### src/rtl/clkmul_pkg.sv
// Shared encodings for the clock multiplier change sequencer.
package clkmul_pkg;

    typedef enum logic [1:0] {
        ST_RUN    = 2'd0,
        ST_STOP   = 2'd1,
        ST_SETTLE = 2'd2
    } seq_state_e;

    localparam logic [1:0] MUL_X1   = 2'b00;
    localparam logic [1:0] MUL_X2   = 2'b01;
    localparam logic [1:0] MUL_X4   = 2'b10;
    localparam logic [1:0] MUL_RSVD = 2'b11;

    function automatic logic mul_code_ok(input logic [1:0] c);
        return c != MUL_RSVD;
    endfunction

endpackage

### src/rtl/clkmul_mult_reg.sv
// Holds the active and pending multiplier codes.
// Apply-now writes go straight to the active code. Deferred writes wait
// in a pending slot until commit, which is the accepted standby entry.
// Reserved code writes are dropped. Assumes commit is a one-cycle pulse.
module clkmul_mult_reg
    import clkmul_pkg::*;
(
    input  logic       clk,
    input  logic       rst_n,
    input  logic       wr_en,
    input  logic       wr_now,
    input  logic [1:0] wr_code,
    input  logic       commit,
    output logic [1:0] active
);

    logic [1:0] act_q;
    logic [1:0] pend_q;
    logic       pend_vld_q;
    logic       wr_ok;

    // Decide whether a write carries a legal code.
    always_comb begin
        wr_ok = wr_en && mul_code_ok(wr_code);
    end

    // Update the active and pending codes; a write in the same cycle overrides commit.
    always_ff @(posedge clk) begin
        if (!rst_n) begin
            act_q      <= MUL_X1;
            pend_q     <= MUL_X1;
            pend_vld_q <= 1'b0;
        end else begin
            if (commit && pend_vld_q) begin
                act_q      <= pend_q;
                pend_vld_q <= 1'b0;
            end
            if (wr_ok) begin
                if (wr_now) begin
                    act_q      <= wr_code;
                    pend_vld_q <= 1'b0;
                end else begin
                    pend_q     <= wr_code;
                    pend_vld_q <= 1'b1;
                end
            end
        end
    end

    assign active = act_q;

    // a reserved code never disturbs the active code
    a_r2_rsvd_keeps: assert property (@(posedge clk) disable iff (!rst_n)
        (wr_en && wr_code == MUL_RSVD && !commit) |=> $stable(act_q));

    // apply-now write lands one cycle later
    a_r3_now_lands: assert property (@(posedge clk) disable iff (!rst_n)
        (wr_en && wr_now && wr_code != MUL_RSVD) |=> act_q == $past(wr_code));

    // without commit or apply-now write the active code holds
    a_r4_hold: assert property (@(posedge clk) disable iff (!rst_n)
        (!(wr_en && wr_now) && !commit) |=> $stable(act_q));

endmodule

### src/rtl/clkmul_settle_timer.sv
// Settling down-counter. Stores the settling code on each write. On load
// it arms with 2^(BASE_LOG2+min(code,SAT_CODE))-1 and counts down to zero.
// done is high for the single cycle in which an armed count sits at zero.
// Assumes SAT_CODE <= 15.
module clkmul_settle_timer #(
    parameter int BASE_LOG2 = 6,
    parameter int SAT_CODE  = 11
) (
    input  logic       clk,
    input  logic       rst_n,
    input  logic       sel_wr,
    input  logic [3:0] sel_in,
    input  logic       load,
    output logic       done
);

    localparam int CW = BASE_LOG2 + SAT_CODE;

    logic [3:0]    sel_q;
    logic [3:0]    eff;
    logic [CW-1:0] load_val;
    logic [CW-1:0] cnt_q;
    logic          busy_q;

    // Clamp the code and derive the count start value.
    always_comb begin
        eff      = (sel_q > 4'(SAT_CODE)) ? 4'(SAT_CODE) : sel_q;
        load_val = ~({CW{1'b1}} << (BASE_LOG2 + int'(eff)));
    end

    // Hold the settling code and run the down-count.
    always_ff @(posedge clk) begin
        if (!rst_n) begin
            sel_q  <= '0;
            cnt_q  <= '0;
            busy_q <= 1'b0;
        end else begin
            if (sel_wr) sel_q <= sel_in;
            if (load) begin
                cnt_q  <= load_val;
                busy_q <= 1'b1;
            end else if (busy_q) begin
                if (cnt_q == '0) busy_q <= 1'b0;
                else             cnt_q  <= cnt_q - 1'b1;
            end
        end
    end

    assign done = busy_q && (cnt_q == '0);

    // every armed cycle away from zero steps down by exactly one
    a_r6_step: assert property (@(posedge clk) disable iff (!rst_n)
        (busy_q && cnt_q != '0 && !load) |=> (busy_q && cnt_q == $past(cnt_q) - 1'b1));

    // a load arms the counter with the decoded length
    a_r6_arm: assert property (@(posedge clk) disable iff (!rst_n)
        load |=> (busy_q && cnt_q == $past(load_val)));

    // expiry disarms the counter
    a_r7_disarm: assert property (@(posedge clk) disable iff (!rst_n)
        (done && !load) |=> !busy_q);

endmodule

### src/rtl/clkmul_ctrl.sv
// Standby sequencer: running, stopped, settling. Entry is taken only while
// running (it also commits the pending code). Wake is taken only while
// stopped (it arms the timer). Timer expiry returns to running with a
// one-cycle ready pulse. Assumes done comes from the timer armed by load.
module clkmul_ctrl
    import clkmul_pkg::*;
(
    input  logic clk,
    input  logic rst_n,
    input  logic sby_enter,
    input  logic sby_exit,
    input  logic done,
    output logic load,
    output logic commit,
    output logic clk_stop,
    output logic ready
);

    seq_state_e state_q;
    seq_state_e state_d;
    logic       ready_q;

    // Next-state and strobe decode.
    always_comb begin
        state_d = state_q;
        commit  = 1'b0;
        load    = 1'b0;
        unique case (state_q)
            ST_RUN: if (sby_enter) begin
                state_d = ST_STOP;
                commit  = 1'b1;
            end
            ST_STOP: if (sby_exit) begin
                state_d = ST_SETTLE;
                load    = 1'b1;
            end
            ST_SETTLE: if (done) state_d = ST_RUN;
            default: state_d = ST_RUN;
        endcase
    end

    // Register the state and the resume pulse.
    always_ff @(posedge clk) begin
        if (!rst_n) begin
            state_q <= ST_RUN;
            ready_q <= 1'b0;
        end else begin
            state_q <= state_d;
            ready_q <= (state_q == ST_SETTLE) && done;
        end
    end

    assign clk_stop = (state_q != ST_RUN);
    assign ready    = ready_q;

    // ready is a single-cycle pulse
    a_r7_pulse: assert property (@(posedge clk) disable iff (!rst_n)
        ready |=> !ready);

    // ready only follows settling and coincides with the clock running
    a_r7_after_settle: assert property (@(posedge clk) disable iff (!rst_n)
        ready |-> ($past(state_q) == ST_SETTLE && !clk_stop));

    // settling holds until the timer expires, whatever the requests
    a_r8_settle_holds: assert property (@(posedge clk) disable iff (!rst_n)
        (state_q == ST_SETTLE && !done) |=> state_q == ST_SETTLE);

    // stopped clock stays stopped until a wake request
    a_r5_stop_holds: assert property (@(posedge clk) disable iff (!rst_n)
        (state_q == ST_STOP && !sby_exit) |=> (state_q == ST_STOP && clk_stop));

    // a wake request while running changes nothing
    a_r8_run_holds: assert property (@(posedge clk) disable iff (!rst_n)
        (state_q == ST_RUN && !sby_enter) |=> (!clk_stop && !ready));

endmodule

### src/rtl/clkmul_seq.sv
// Top of the clock multiplier change sequencer: code register, standby
// sequencer and settling timer. One write strobe captures the multiplier
// code, the apply-now flag and the settling code together.
module clkmul_seq #(
    parameter int BASE_LOG2 = 6,
    parameter int SAT_CODE  = 11
) (
    input  logic       clk,
    input  logic       rst_n,
    input  logic       cfg_wr,
    input  logic [1:0] cfg_mult,
    input  logic       cfg_now,
    input  logic [3:0] cfg_settle,
    input  logic       sby_enter,
    input  logic       sby_exit,
    output logic [1:0] mult_code,
    output logic       clk_stop,
    output logic       ready
);

    logic load;
    logic commit;
    logic done;

    clkmul_mult_reg u_mult (
        .clk     (clk),
        .rst_n   (rst_n),
        .wr_en   (cfg_wr),
        .wr_now  (cfg_now),
        .wr_code (cfg_mult),
        .commit  (commit),
        .active  (mult_code)
    );

    clkmul_settle_timer #(
        .BASE_LOG2 (BASE_LOG2),
        .SAT_CODE  (SAT_CODE)
    ) u_timer (
        .clk    (clk),
        .rst_n  (rst_n),
        .sel_wr (cfg_wr),
        .sel_in (cfg_settle),
        .load   (load),
        .done   (done)
    );

    clkmul_ctrl u_ctrl (
        .clk       (clk),
        .rst_n     (rst_n),
        .sby_enter (sby_enter),
        .sby_exit  (sby_exit),
        .done      (done),
        .load      (load),
        .commit    (commit),
        .clk_stop  (clk_stop),
        .ready     (ready)
    );

endmodule

### config.mk
export PLATFORM = sky130hd
export DESIGN_NAME = clkmul_seq
export DESIGN_NICKNAME = d
export VERILOG_FILES = /design/src/rtl/clkmul_pkg.sv /design/src/rtl/clkmul_mult_reg.sv /design/src/rtl/clkmul_settle_timer.sv /design/src/rtl/clkmul_ctrl.sv /design/src/rtl/clkmul_seq.sv
export SDC_FILE = /design/constraint.sdc
export NUM_CORES = 1
export LEC_CHECK = 0
export BUFFER_PORTS_ARGS = -buffer_cell sky130_fd_sc_hd__buf_2
export CAP_MARGIN = 25
export CORE_MARGIN = 1.5
export CORE_UTILIZATION = 52
export CTS_CLUSTER_DIAMETER = 100
export DETAILED_ROUTE_END_ITERATION = 16
export PLACE_DENSITY = 0.75
export SYNTH_ARGS = -nofsm -noshare
export SYNTH_HDL_FRONTEND = slang
export SYNTH_SLANG_ARGS = --single-unit
### constraint.sdc
create_clock -name clk -period 1.7 [get_ports clk]
set_clock_uncertainty 0.1 [all_clocks]
set_input_delay 0.17 -clock clk [delete_from_list [all_inputs] [get_ports clk]]
set_output_delay 0.17 -clock clk [all_outputs]
set_load 0.01 [all_outputs]
==> impl_metrics.tcl, run 1 <==
set metrics [dict create \
    status "finished, violations left" \
    failed_checks "negative setup slack" \
    synth.area.top_cells "dfxtp_1, mux2i_1, nor2_1" \
    clk_latency_ps 340 \
    grt_setup_unrepaired "true" \
    synthArstFlopShare_pct 0 \
    grt_pass1_wl_mm 6.851 \
    timing.rr.start "u_timer.cnt_q[1]" \
    ant_nets 0 \
    vias_per_cell 5.957 \
    hpwlAfterDp_mm 2.780 \
    path_cells "inv_2 > ha_4 > nor4b_4 > nand4_1 > buf_4 > nor4b_4 > xnor2_1 > a21oi_1" \
    syn_to_final_growth_pct 37.88 \
    finalWeightedCongestion 0.9627 \
    synth_top_cell_area_share_pct 38.52 \
    critPathMostFrequentCell "nor4b_4" \
    critPathArrivalTime_ps 1950 \
    path_class "register to register" \
    cts_tree "built" \
    power_leakage_nw 0.8767 \
    dr.pass1.iters 4 \
    grt_usage_pct 27.06 \
    hold_path_depth 3 \
    path_max_fanout 4 \
    nets 239 \
    slew_viol_final 0 \
    ys_seq_area_share_pct 38.52 \
    drtIter0Drc 46 \
    grt_remaining_overflow 0 \
    rows 19 \
    fin_util_pct 76.63 \
    synthDistinctLibCells 47 \
    fin_ws_ps -84.88 \
    root_buffer "clkbuf_4" \
    drive_above_1_share_pct 41.85 \
    ys_ff_latch 30 \
    io_pins 16 \
    r2r_cells 8 \
    synth_commonest_cells "dfxtp_1, nor2_1, a21oi_1, nand2_1, clkbuf_1" \
    worstMarginPinSlew_ps 733.3 \
    worstPathRequired_ps 1860 \
    clkTransAtPathRegs_ps 100 \
    min_period_ps 1785 \
    rrSetupSlack_ps -80 \
    crit_path_end_kind "register" \
    cpPeakStageDelay_ps 340 \
    grt_max_degree 13 \
    fmax_mhz 560.3 \
    start_kind "register" \
    cts_max_path_buffers 2 \
    yosysWarnings 0 \
    hold_violations 0 \
    syn_nets 191 \
    cap_violations 0 \
    min_period_over_period_pct 105.0 \
    core_area_mm2 0.002805 \
    worst_r2r_endpoint "u_timer.cnt_q[4]" \
    cp_top_family "simple AND/OR/NAND/NOR gates" \
    synth_area_mm2 0.001559 \
    dr_total_vias 1537 \
    initial_core_util_pct 55.58 \
    port_buffers 15 \
    ys.flop_type "dfxtp_1" \
    peakVddDrop_v 0.0007877 \
    critPathBufInv 2 \
    synthMostInstantiatedCell "dfxtp_1" \
    die_y_um 57.76 \
    die_area_mm2 0.003336 \
    hold_path.class "primary input to register" \
    fp.dieW_um 57.76 \
    wirelength_mm 4.163 \
    grt_pass1_vias 1505 \
    relSlewSlack_pct 49.85 \
    numCtsBuffers 5 \
    antenna_found_initial 0 \
    cts_max_level 2 \
    drc_errors 0 \
    wl_per_cell_um 16.14 \
    cpMaxStageDelayCell "dfxtp_2" \
    hold_slack_ps 29.60 \
    syn-mean-instance-area_um2 8.758 \
    setup_violations 11 \
    powerDensity_mw_per_mm2 990.6 \
    yosysTopAreaCell "dfxtp_1" \
    hold_path.startpoint "cfg_mult[0]" \
    min_to "u_mult.pend_q[0]" \
    synth_edf_count 0 \
    cts.sinks 30 \
    syn_inst 178 \
    n_antenna_cell 0 \
]
## metal layers
metal  share of wire [%]  GRT usage, %  wire [µm]  vias to the layer above
met3                 5.9         7.366        244                       13
li1                    -             -          -                      749
met1                  40         31.88       1676                      723
met5                   0             0          0                        -
met4                 2.3         11.63         97                        0
met2                  52         46.10       2145                       52
## kinds of logic (layout without fill, tap and decap cells)
group	Yosys count	after routing	synth area share [%]
compound gates	39	39	16.77
fa+ha+maj	1	1	0.8024
buf+inv	17	66	4.654
mux	8	8	5.137
simple gates	72	72	27.93
flops	30	30	38.52
xor+xnor	11	11	6.180
## what timing repair did
action                                 CTS  global route
buffers inserted                         8             1
hold buffers                             4             0
resized for setup                       18            15
endpoints found under the hold margin    4             0
pin swaps                                7            14
setup endpoints to repair               12            16
## area by class of cell
| type | instances | area [µm²] |
|---|---|---|
| clock buffers | 8 | 78.83 |
| fillers | 201 | 655.6 |
| inverters | 6 | 22.52 |
| multi-input cells | 131 | 1036 |
| flip-flops and latches | 30 | 606.8 |
| well taps | 31 | 38.79 |
| repair buffers | 52 | 366.6 |
## power breakdown
group | total [mW] | switching, mW | internal (mW)
Combinational | 0.777 | 0.389 | 0.388
Clock | 0.532 | 0.250 | 0.282
Sequential | 0.821 | 0.0586 | 0.762
Total | 2.13 | 0.697 | 1.43
## worst max path at each step
stage / start / depth (start not counted) / to
floorplan: u_timer.cnt_q[2] / 5 / u_timer.cnt_q[7]
global placement: u_timer.cnt_q[2] / 5 / u_timer.cnt_q[7]
detailed placement: u_timer.cnt_q[1] / 7 / u_timer.cnt_q[8]
CTS: u_timer.cnt_q[5] / 6 / u_timer.cnt_q[12]
global route: u_timer.cnt_q[1] / 8 / u_timer.cnt_q[4]
finish: u_timer.cnt_q[1] / 8 / u_timer.cnt_q[4]
## flip-flops by register name, indices dropped and copies added, names as in the netlist
name and cells:
u_timer.busy_q 1, u_mult.pend_vld_q 1, u_ctrl.state_q 2, u_mult.pend_q 2
u_timer.sel_q 4, u_timer.cnt_q 17, u_mult.active 2, u_ctrl.ready 1
## worst reg2reg max path: cells and delay by family (launching register included)
| family | cells | cell delay [ps] |
|---|---|---|
| xor+xnor | 1 | 130 |
| simple gates | 3 | 590 |
| flops | 1 | 340 |
| fa+ha+maj | 1 | 130 |
| compound gates | 1 | 160 |
| buf+inv | 2 | 260 |
## through the flow
| step | std cells | setup WS [ps] | power, mW | setup TNS (ps) | instance area (µm²) |
|---|---|---|---|---|---|
| 2_1_floorplan | 178 | 11.24 | 1.187 | 0 | 1584 |
| 3_3_place_gp | 238 | -58.43 | 1.350 | -152.1 | 1833 |
| 3_5_place_dp | 238 | -155.3 | 1.377 | -776.5 | 1833 |
| 4_1_cts | 258 | -37.76 | 2.054 | -126.6 | 2087 |
| 5_1_grt | 258 | -169.0 | 2.234 | -1367 | 2150 |
| 6_report | 258 | -84.88 | 2.129 | -335.7 | 2150 |
## cells in the final DEF (no fill, tap or decap), drive strengths merged, types with 2 or more instances in the layout
cell type and instances:
nor3 7, mux2i 8, dlygate4sd3 4, a31oi 4
a21oi 10, xor2 3, nor2 19, or4 2
nand2b 3, xnor2 8, nor4 6, clkbuf 8
nor3b 3, buf 48, nand3 8, nor4b 2
inv 6, a211oi 6, nand2 11, dfxtp 30
o21ai 7, o311ai 2, nand4 4, o31ai 3
Power figures use the tool's default switching activity.
==> run 2: changes to the inputs <==
CORE_ASPECT_RATIO = 0.8   (was not set)
==> impl_metrics.tcl, run 2 (synthesized netlist as in run 1, its figures left out) <==
set metrics [dict create \
    finalNonFillerCells 257 \
    final_cell_mix "buf_4, dfxtp_1, nor2_1" \
    drc_errors 0 \
    fp.dieW_um 64.22 \
    dp_slack_ps -137.0 \
    ant_nets 0 \
    timing.rr.start "u_timer.cnt_q[1]" \
    vias_per_cell 6.027 \
    relSlewSlack_pct 57.61 \
    clk_latency_ps 290 \
    drtIter0Drc 112 \
    grt_max_degree 14 \
    worst_r2r_endpoint "u_timer.cnt_q[13]" \
    peakVddDrop_v 0.0007469 \
    initial_core_util_pct 55.53 \
    startpoint "u_timer.cnt_q[1]" \
    cts_tree "built" \
    r2r_cells 6 \
    worstPathRequired_ps 1770 \
    largest_register "u_timer.cnt_q" \
    grt_pass1_vias 1431 \
    top_regs "u_timer.cnt_q x17, u_timer.sel_q x4" \
    slew_viol_final 0 \
    fin_ws_ps -85.98 \
    hold_path.class "primary input to register" \
    cts.sinks 30 \
    failed_checks "negative setup slack" \
    finalWeightedCongestion 0.8771 \
    hold_violations 0 \
    port_buffers 15 \
    path_cells "buf_4 > nor3b_1 > nand4_1 > nor4_2 > xnor2_1 > a21oi_1" \
    min_period_ps 1786 \
    path_class "register to register" \
    power_mw 2.134 \
    crit_path_end_kind "register" \
    cap_violations 0 \
    nets 231 \
    grt_setup_unrepaired "true" \
    cts_max_level 2 \
    wirelength_mm 4.261 \
    die_area_mm2 0.003338 \
    syn_to_final_growth_pct 31.78 \
    antenna_found_initial 0 \
    cpPeakStageDelay_ps 340 \
    largest_reg_flops 17 \
    power_leakage_nw 0.8367 \
    fmax_mhz 559.9 \
    grt_remaining_overflow 0 \
    start_kind "register" \
    crit_end "u_timer.cnt_q[13]" \
    numCtsBuffers 5 \
    dr.pass1.iters 6 \
    critPathBufInv 1 \
    status "finished, violations left" \
    min_period_over_period_pct 105.1 \
    critPathArrivalTime_ps 1860 \
    cp_top_family "simple AND/OR/NAND/NOR gates" \
    powerDensity_mw_per_mm2 1039 \
    grt_usage_pct 27.38 \
    setup_tns_ps -349.2 \
    dp_cells 245 \
    cp_num_cells 6 \
    cpMaxStageDelayCell "dfxtp_2" \
    grt_pass1_wl_mm 6.713 \
    core_area_mm2 0.002808 \
    n_antenna_cell 0 \
    cts_max_path_buffers 2 \
    die_y_um 51.98 \
    io_pins 16 \
    setup_violations 11 \
    dr_total_vias 1549 \
    final_common_cell "buf_4" \
    path_max_fanout 3 \
    rrSetupSlack_ps -90 \
    cts_hold_buf 0 \
    wl_per_cell_um 16.58 \
    root_buffer "clkbuf_8" \
    drive_above_1_share_pct 37.44 \
    worstMarginPinSlew_ps 625.9 \
    clkTransAtPathRegs_ps 60 \
    hpwlAfterDp_mm 3.082 \
    rows 17 \
]
-- run 2: worst reg2reg max path: stages, from the launching register on --
cell,delay (ps)
dfxtp_2,340
buf_4,140
nor3b_1,290
nand4_1,250
nor4_2,290
xnor2_1,170
a21oi_1,90
-- run 2: repair_timing --
item | 4_1_cts | 5_1_grt
gates resized for setup | 12 | 11
pin swaps | 7 | 9
buffers inserted | 4 | 0
setup endpoints to repair | 17 | 17
endpoints found under the hold margin | 0 | 0
-- run 2: worst min path at each step --
stage,from,endpoint,cells after the start
after global placement,cfg_settle[3],u_timer.sel_q[3],3
final,cfg_settle[2],u_timer.sel_q[2],3
after global routing,cfg_settle[2],u_timer.sel_q[2],3
after floorplan,cfg_mult[0],u_mult.pend_q[0],2
after detailed placement,cfg_settle[2],u_timer.sel_q[2],3
after CTS,cfg_settle[2],u_timer.sel_q[2],3
-- run 2: cell type report --
class                   count  area, µm²
flip-flops and latches     30      605.6
clock inverters             1      5.005
well taps                  38      47.55
multi-input cells         131      994.7
clock buffers               7      86.33
inverters                   6      22.52
repair buffers             44      292.8
fillers                   208      753.2
-- run 2: power by group --
| group | internal [mW] | total, mW | switching (mW) |
|---|---|---|---|
| logic | 0.354 | 0.702 | 0.349 |
| registers | 0.763 | 0.834 | 0.0712 |
| clock network | 0.326 | 0.598 | 0.272 |
-- run 2: layer usage --
layer	wire, µm	track usage [%]	vias to the layer above
met3	322	11.04	13
met2	2001	42.71	74
li1	-	-	736
met1	1849	32.75	726
met5	0	0	-
met4	87	14.18	0
-- run 2: through the flow --
step / area (µm²) / util, % / hold WS (ps)
after global placement: 1842 / 65.60 / 306.4
after detailed placement: 1842 / 65.60 / 321.1
after floorplan: 1584 / - / 217.1
after CTS: 2006 / 71.43 / 25.59
after global routing: 2054 / 73.17 / 47.27
final: 2054 / 73.17 / 28.39
